$ cat src/rtl/arb_pkg.sv
package arb_pkg;
  typedef enum logic {
    SIDE_L = 1'b0,
    SIDE_R = 1'b1
  } side_e;
  localparam int unsigned NPORT = 2;
endpackage

$ cat src/rtl/arb_port_track.sv
module arb_port_track #(
  parameter int unsigned ADDR_W = 14
) (
  input  logic              clk_i,
  input  logic              rst_ni,
  input  logic              en_ni,
  input  logic [ADDR_W-1:0] addr_i,
  output logic              active_o,
  output logic              settled_o
);
  logic              act_q;
  logic [ADDR_W-1:0] addr_q;

  assign active_o  = ~en_ni;
  // enabled now and was enabled on the same address at the previous edge
  assign settled_o = active_o & act_q & (addr_i == addr_q);

  always_ff @(posedge clk_i or negedge rst_ni) begin
    if (!rst_ni) begin
      act_q  <= 1'b0;
      addr_q <= '0;
    end else begin
      act_q  <= active_o;
      addr_q <= addr_i;
    end
  end
endmodule

$ cat src/rtl/arb_judge.sv
module arb_judge
  import arb_pkg::*;
#(
  parameter int unsigned ADDR_W = 14
) (
  input  logic              clk_i,
  input  logic              rst_ni,
  input  logic              l_act_i,
  input  logic              l_set_i,
  input  logic [ADDR_W-1:0] l_addr_i,
  input  logic              r_act_i,
  input  logic              r_set_i,
  input  logic [ADDR_W-1:0] r_addr_i,
  output logic              l_lose_o,
  output logic              r_lose_o
);
  logic  match;
  logic  hold;
  logic  coll_q;
  side_e win_q, win_d;

  assign match = l_act_i & r_act_i & (l_addr_i == r_addr_i);
  // same collision as last cycle: both sides unchanged
  assign hold  = coll_q & l_set_i & r_set_i;

  always_comb begin
    if (hold)                    win_d = win_q;
    else if (r_set_i & ~l_set_i) win_d = SIDE_R;
    else                         win_d = SIDE_L;  // left first, or tie
  end

  assign l_lose_o = match & (win_d == SIDE_R);
  assign r_lose_o = match & (win_d == SIDE_L);

  always_ff @(posedge clk_i or negedge rst_ni) begin
    if (!rst_ni) begin
      coll_q <= 1'b0;
      win_q  <= SIDE_L;
    end else begin
      coll_q <= match;
      win_q  <= win_d;
    end
  end
endmodule

$ cat src/rtl/arb_wr_gate.sv
module arb_wr_gate (
  input  logic clk_i,
  input  logic rst_ni,
  input  logic master_i,
  input  logic active_i,
  input  logic wr_i,
  input  logic lose_i,
  input  logic busy_i,
  output logic busy_no,
  output logic we_o
);
  logic block;

  assign block = master_i ? lose_i : ~busy_i;

  always_ff @(posedge clk_i or negedge rst_ni) begin
    if (!rst_ni) begin
      busy_no <= 1'b1;
      we_o    <= 1'b0;
    end else begin
      busy_no <= ~(master_i & lose_i);
      we_o    <= active_i & wr_i & ~block;
    end
  end
endmodule

$ cat src/rtl/dp_collision_arb.sv
module dp_collision_arb
  import arb_pkg::*;
#(
  parameter int unsigned ADDR_W = 14
) (
  input  logic              clk_i,
  input  logic              rst_ni,
  input  logic              master_i,
  input  logic              l_en_ni,
  input  logic [ADDR_W-1:0] l_addr_i,
  input  logic              l_wr_i,
  input  logic              l_busy_i,
  output logic              l_busy_no,
  output logic              l_we_o,
  input  logic              r_en_ni,
  input  logic [ADDR_W-1:0] r_addr_i,
  input  logic              r_wr_i,
  input  logic              r_busy_i,
  output logic              r_busy_no,
  output logic              r_we_o
);
  logic [ADDR_W-1:0] addr   [NPORT];
  logic [NPORT-1:0]  en_n, wr, bsy_in, act, setl, lose, bsy_out, we;

  assign addr[0] = l_addr_i;
  assign addr[1] = r_addr_i;
  assign en_n    = {r_en_ni, l_en_ni};
  assign wr      = {r_wr_i, l_wr_i};
  assign bsy_in  = {r_busy_i, l_busy_i};

  for (genvar p = 0; p < NPORT; p++) begin : g_port
    arb_port_track #(.ADDR_W(ADDR_W)) u_trk (
      .clk_i    (clk_i),
      .rst_ni   (rst_ni),
      .en_ni    (en_n[p]),
      .addr_i   (addr[p]),
      .active_o (act[p]),
      .settled_o(setl[p])
    );
    arb_wr_gate u_gate (
      .clk_i   (clk_i),
      .rst_ni  (rst_ni),
      .master_i(master_i),
      .active_i(act[p]),
      .wr_i    (wr[p]),
      .lose_i  (lose[p]),
      .busy_i  (bsy_in[p]),
      .busy_no (bsy_out[p]),
      .we_o    (we[p])
    );
  end

  arb_judge #(.ADDR_W(ADDR_W)) u_judge (
    .clk_i   (clk_i),
    .rst_ni  (rst_ni),
    .l_act_i (act[0]),
    .l_set_i (setl[0]),
    .l_addr_i(addr[0]),
    .r_act_i (act[1]),
    .r_set_i (setl[1]),
    .r_addr_i(addr[1]),
    .l_lose_o(lose[0]),
    .r_lose_o(lose[1])
  );

  assign l_busy_no = bsy_out[0];
  assign r_busy_no = bsy_out[1];
  assign l_we_o    = we[0];
  assign r_we_o    = we[1];
endmodule

$ cat config.mk
export PLATFORM = sky130hd
export DESIGN_NAME = dp_collision_arb
export DESIGN_NICKNAME = d
export VERILOG_FILES = /design/src/rtl/arb_pkg.sv /design/src/rtl/arb_port_track.sv /design/src/rtl/arb_judge.sv /design/src/rtl/arb_wr_gate.sv /design/src/rtl/dp_collision_arb.sv
export SDC_FILE = /design/constraint.sdc
export NUM_CORES = 1
export LEC_CHECK = 0
export BUFFER_PORTS_ARGS = -buffer_cell sky130_fd_sc_hd__buf_2
export CORE_MARGIN = 2
export CORE_UTILIZATION = 48
export CTS_BUF_LIST = sky130_fd_sc_hd__clkbuf_4
export DETAILED_ROUTE_END_ITERATION = 16
export PLACE_DENSITY = 0.79
export SETUP_SLACK_MARGIN = 0.02
export SLEW_MARGIN = 20
export SYNTH_ARGS = -nofsm -noshare
export SYNTH_HDL_FRONTEND = slang
export SYNTH_HIERARCHICAL = 1
export SYNTH_SLANG_ARGS = --single-unit
export TNS_END_PERCENT = 30
$ cat constraint.sdc
create_clock -name clk_i -period 1.6 [get_ports clk_i]
set_clock_uncertainty 0.2 [all_clocks]
set_input_delay 0.08 -clock clk_i [delete_from_list [all_inputs] [get_ports clk_i]]
set_output_delay 0.08 -clock clk_i [all_outputs]
set_load 0.03 [all_outputs]
==> After elaboration in Yosys (flattened, before gate mapping) <==
Index checks and enable logic that the tools add are counted.
Widths: inputs -> output; s select.
{ "op_classes": {"eq_ne": 3, "n_mux": 4, "n_bitwise": 27} }
{ "ops": {"columns": ["operator", "count"], "rows": [
  ["$eq 14x14->1", 3],
  ["$and 1x1->1", 17],
  ["$not 1->1", 10],
  ["$mux 1", 4]
]} }
{ "totals": {"ff_bits": 36, "in_bits": 37, "output_inout_bits": 4} }

==> Depth between registers and ports, before layout <==
{ "logic_depth": {"word_depth": 12, "depth_mapped": 7} }

==> By module <==
The synthesis kept the hierarchy.
{ "modules_own_cells": {"columns": ["module", "instances", "cells_each", "area_each_um2"], "rows": [
  ["arb_port_track", 2, 36, 544.3],
  ["arb_judge", 1, 27, 231.5],
  ["arb_wr_gate", 2, 4, 66.3]
]} }

==> Least setup slack after synthesis <==
No wires, ideal clock.
{ "synth_path": {"path_type": "reg2reg", "startpoint": "register g_port[1].u_trk.addr_q[11]", "endpoint": "register g_port[0].u_gate.we_o", "setup_time_ns": 0.122, "t_arrival_ns": 1.435, "path_slack_ns": -0.157, "stages_incl_launch_ff": 8, "n_path_buf": 0, "cell_sequence": "dfrtp_1 -> xnor2_1 -> nand4_1 -> nor4_2 -> a21boi_0 -> nor2b_1 -> nand2_1 -> o2111a_1"} }
{ "synth_via": {"elab_chain_cells": 9, "word_cells_on_any_way": 10} }
{ "synth_lines": {"columns": ["element", "line_no", "source"], "rows": [
  ["start: declaration", "arb_port_track.sv:12", "logic [ADDR_W-1:0] addr_q;"],
  ["start signal: assignment", "arb_port_track.sv:24", "addr_q <= addr_i;"],
  ["$eq 14x14->1 (*)", "arb_port_track.sv:16", "assign settled_o = active_o & act_q & (addr_i == addr_q);"],
  ["$and 1x1->1 (*)", "arb_port_track.sv:16", null],
  ["net setl[1]", "dp_collision_arb.sv:23", "logic [NPORT-1:0] en_n, wr, bsy_in, act, setl, lose, bsy_out, we;"],
  ["$and 1x1->1", "arb_judge.sv:28", "else if (r_set_i & ~l_set_i) win_d = SIDE_R;"],
  ["$mux 1", "arb_judge.sv:28", null],
  ["$mux 1 (*)", "arb_judge.sv:27", "if (hold) win_d = win_q;"],
  ["net u_judge.win_d", "arb_judge.sv:20", "side_e win_q, win_d;"],
  ["$and 1x1->1 (*)", "arb_judge.sv:32", "assign l_lose_o = match & (win_d == SIDE_R);"],
  ["net lose[0]", "dp_collision_arb.sv:23", null],
  ["$mux 1 (*)", "arb_wr_gate.sv:14", "assign block = master_i ? lose_i : ~busy_i;"],
  ["$not 1->1 (*)", "arb_wr_gate.sv:22", "we_o <= active_i & wr_i & ~block;"],
  ["$and 1x1->1 (*)", "arb_wr_gate.sv:22", null],
  ["end signal: assignment", "arb_wr_gate.sv:22", null],
  ["end: declaration", "arb_wr_gate.sv:10", "output logic we_o"]
]} }
The timed path passes the listed nets; every way through them passes the cells marked *.

==> Worst setup path after layout <==
{ "layout_path": {"startpoint": "register g_port[1].u_trk.addr_q[2]", "endpoint": "register g_port[0].u_gate.we_o"} }
Same word-level chain as after synthesis.

==> impl_metrics.yaml <==
run_status:
  status: "finished, violations left"
  violations: "negative setup slack"
route:
  ant_nets: 0
  drt_iter0_markers: 22
  route.detailed.drc: 0
  first_pass_iters: 3
  vias: 1101
  avgRoutedWirePerCell_um: 14.5
  wl_mm: 3.26
  vias_per_cell: 4.89
global_route:
  gr-usage-all-layers_pct: 22.4
  antenna_found_initial: 0
  grt_max_degree: 37
  grt_pass1_vias: 1316
  overflow: 0
  grt_pass1_wl_mm: 5.54
worst_hold_path:
  min_from: "l_en_ni"
  hp-class: "in -> reg"
  hold_depth: 5
synthesis:
  synth-seq-cells: 36
  syn_inst: 107
  netlist_area_um2: 1450
  synthDistinctLibCells: 15
  synth_mux_area_share_pct: 0
  synth_compound_area_share_pct: 2.07
  synth_top_family_by_area: "XOR/XNOR gates"
  syn-num-nets: 144
  synth-simple-area-share_pct: 9.65
  synthAdderAreaFrac_pct: 0
  ys_seq_area_share_pct: 62.2
  syn_avg_cell_area_um2: 13.6
  synth_xor_area_share_pct: 25.3
  ys_warn_count: 6
sta:
  fmax_mhz: 541
  fin_tns_setup_ns: -0.761
  post-route-period-util_pct: 116
  worstMarginPinSlew_ns: 0.444
  period_minus_slack_ns: 1.85
  setup_viol: 4
  drv_slew: 0
  layout_setup_ws_ns: -0.249
  relSlewSlack_pct: 70.4
  rsz0062_at_grt: "yes"
  final_hold_viol_count: 0
placed_design:
  place_ws_ns: -0.245
  dpl.hpwl_mm: 2.16
  io_buffers: 40
  gp_congestion: 0.792
floorplanning:
  start_util_pct: 51.8
  row_count: 19
  chipHeight_um: 59.0
  die_area_um2: 3480
  ioPinCount: 41
  coreArea_um2: 2810
  die_x_um: 59.0
finish:
  drive_gt1_share_pct: 29.4
  final_cell_mix: "buf_2, dlygate4sd3_1, dfrtp_1"
  regArea_um2: 903
  final_nets: 230
  multi_input_area_um2: 557
  areaGrowthSynthToFinish_pct: 47.6
  antenna_cells: 0
  fill_cells: 201
  final_common_cell: "buf_2"
clock_tree:
  clk_latency_ns: 0.35
  clkTransAtPathRegs_ns: 0.11
  cts_buffers: 5
  htree_levels: 2
  tritoncts: "built"
  cts_setup_buffers: 0
  clock-sinks: 36
  clockRootBuffer: "clkbuf_4"
  clockBufferDepth: 2
critical_path:
  reg2reg_to: "g_port[0].u_gate/we_o$_DFF_PN0_"
  arrival_ns: 1.89
  worstReg2RegStart: "g_port[1].u_trk/addr_q[2]$_DFF_PN0_"
  r2r_setup_slack_ns: -0.25
  cp.required_ns: 1.64
  critical_path.startpoint: "g_port[1].u_trk/addr_q[2]$_DFF_PN0_"
  endpoint: "g_port[0].u_gate/we_o$_DFF_PN0_"
  critPathKind: "reg -> reg"
  path_max_fanout: 3
  r2r.worst_path.cells: 7
  critPathLaunchType: "register"
  end_kind: "register"
pwr:
  leakage_uw: 0.000955
  ir_worst_vdd_uv: 584
  power_uw: 1720
  p_per_area_nw_per_um2: 802
job:
  max_cap_violations: 0
## sequential cells by signal, summed over array words and instances (netlist names)
signal,flops
g_port.u_trk/addr_q,28
g_port.u_gate/busy_no,2
g_port.u_gate/we_o,2
g_port.u_trk/act_q,2
u_judge/coll_q,1
u_judge/win_q,1
## critical path, cell delays in order, from the launching register on
cell and delay, ns:
dfrtp_1 0.41, xnor2_2 0.15, nand4_1 0.14, nor4_2 0.25
a21boi_2 0.22, nor2b_1 0.16, nand2_1 0.09, o2111a_1 0.13
## layer usage
metal | wire length [µm] | track usage (%) | share of wire (%)
met2 | 1720 | 39.5 | 53
met4 | 91 | 13.3 | 2.8
met3 | 132 | 5.24 | 4.1
met1 | 1310 | 24.3 | 40
met5 | 0 | 0 | 0
## where the power goes
group	total [µW]	switching, µW	internal, µW
registers	969	18.7	950
clock network	458	297	161
logic	294	129	165
## cells in the mapped netlist, drive strengths merged
| cell | count | share of area, % |
|---|---|---|
| nor2 | 1 | 0.26 |
| dfrtp | 34 | 59 |
| dfstp | 2 | 3.6 |
| xnor2 | 28 | 17 |
| xor2 | 14 | 8.4 |
| a21boi | 1 | 0.52 |
| nor4 | 5 | 3.0 |
| o2111a | 2 | 1.6 |
| nor3 | 1 | 0.34 |
| nand2 | 4 | 1.0 |
| nor2b | 3 | 1.3 |
| nand4 | 7 | 3.0 |
| nand3 | 2 | 0.69 |
| inv | 3 | 0.78 |
## final cells by class
type                       instances  share of cell area [%]
clock buffer                       5                    1.75
clock inverter                     3                   0.642
inverter                           3                   0.525
multi-input combinational         68                    26.0
sequential                        36                    42.1
tap                               31                    1.81
timing repair buffer              79                    27.2
## through the flow
step	utilization (%)	cells	hold slack (ns)	area, µm²
3_3_place_gp	61.2	181	-0.0688	1720
4_1_cts	76.2	225	-0.00665	2140
5_1_grt	76.4	225	0.0145	2140
2_1_floorplan	-	107	-0.416	1460
3_5_place_dp	61.2	181	-0.0551	1720
6_report	76.4	225	0.000488	2140
## repair_timing
action | CTS | global route
hold endpoints to repair | 72 | 0
pin swaps | 4 | 5
resized for setup | 1 | 1
hold buffers | 36 | 0
setup endpoints to repair | 4 | 4
## cells by family after synthesis
| kind of cell | Yosys count |
|---|---|
| compound gates | 3 |
| flops | 36 |
| xor+xnor | 42 |
| simple gates | 23 |
| buf+inv | 3 |
## worst min-delay path by stage
stage	endpoint	slack [ns]
2_1_floorplan	g_port[0].u_gate/we_o$_DFF_PN0_	-0.42
3_3_place_gp	g_port[1].u_trk/addr_q[0]$_DFF_PN0_	-0.07
3_5_place_dp	g_port[1].u_trk/addr_q[9]$_DFF_PN0_	-0.06
4_1_cts	u_judge/win_q$_DFF_PN0_	-0.007
5_1_grt	u_judge/win_q$_DFF_PN0_	0.01
6_report	u_judge/win_q$_DFF_PN0_	0.0005
Note: power is estimated with default switching activity, not from simulation.
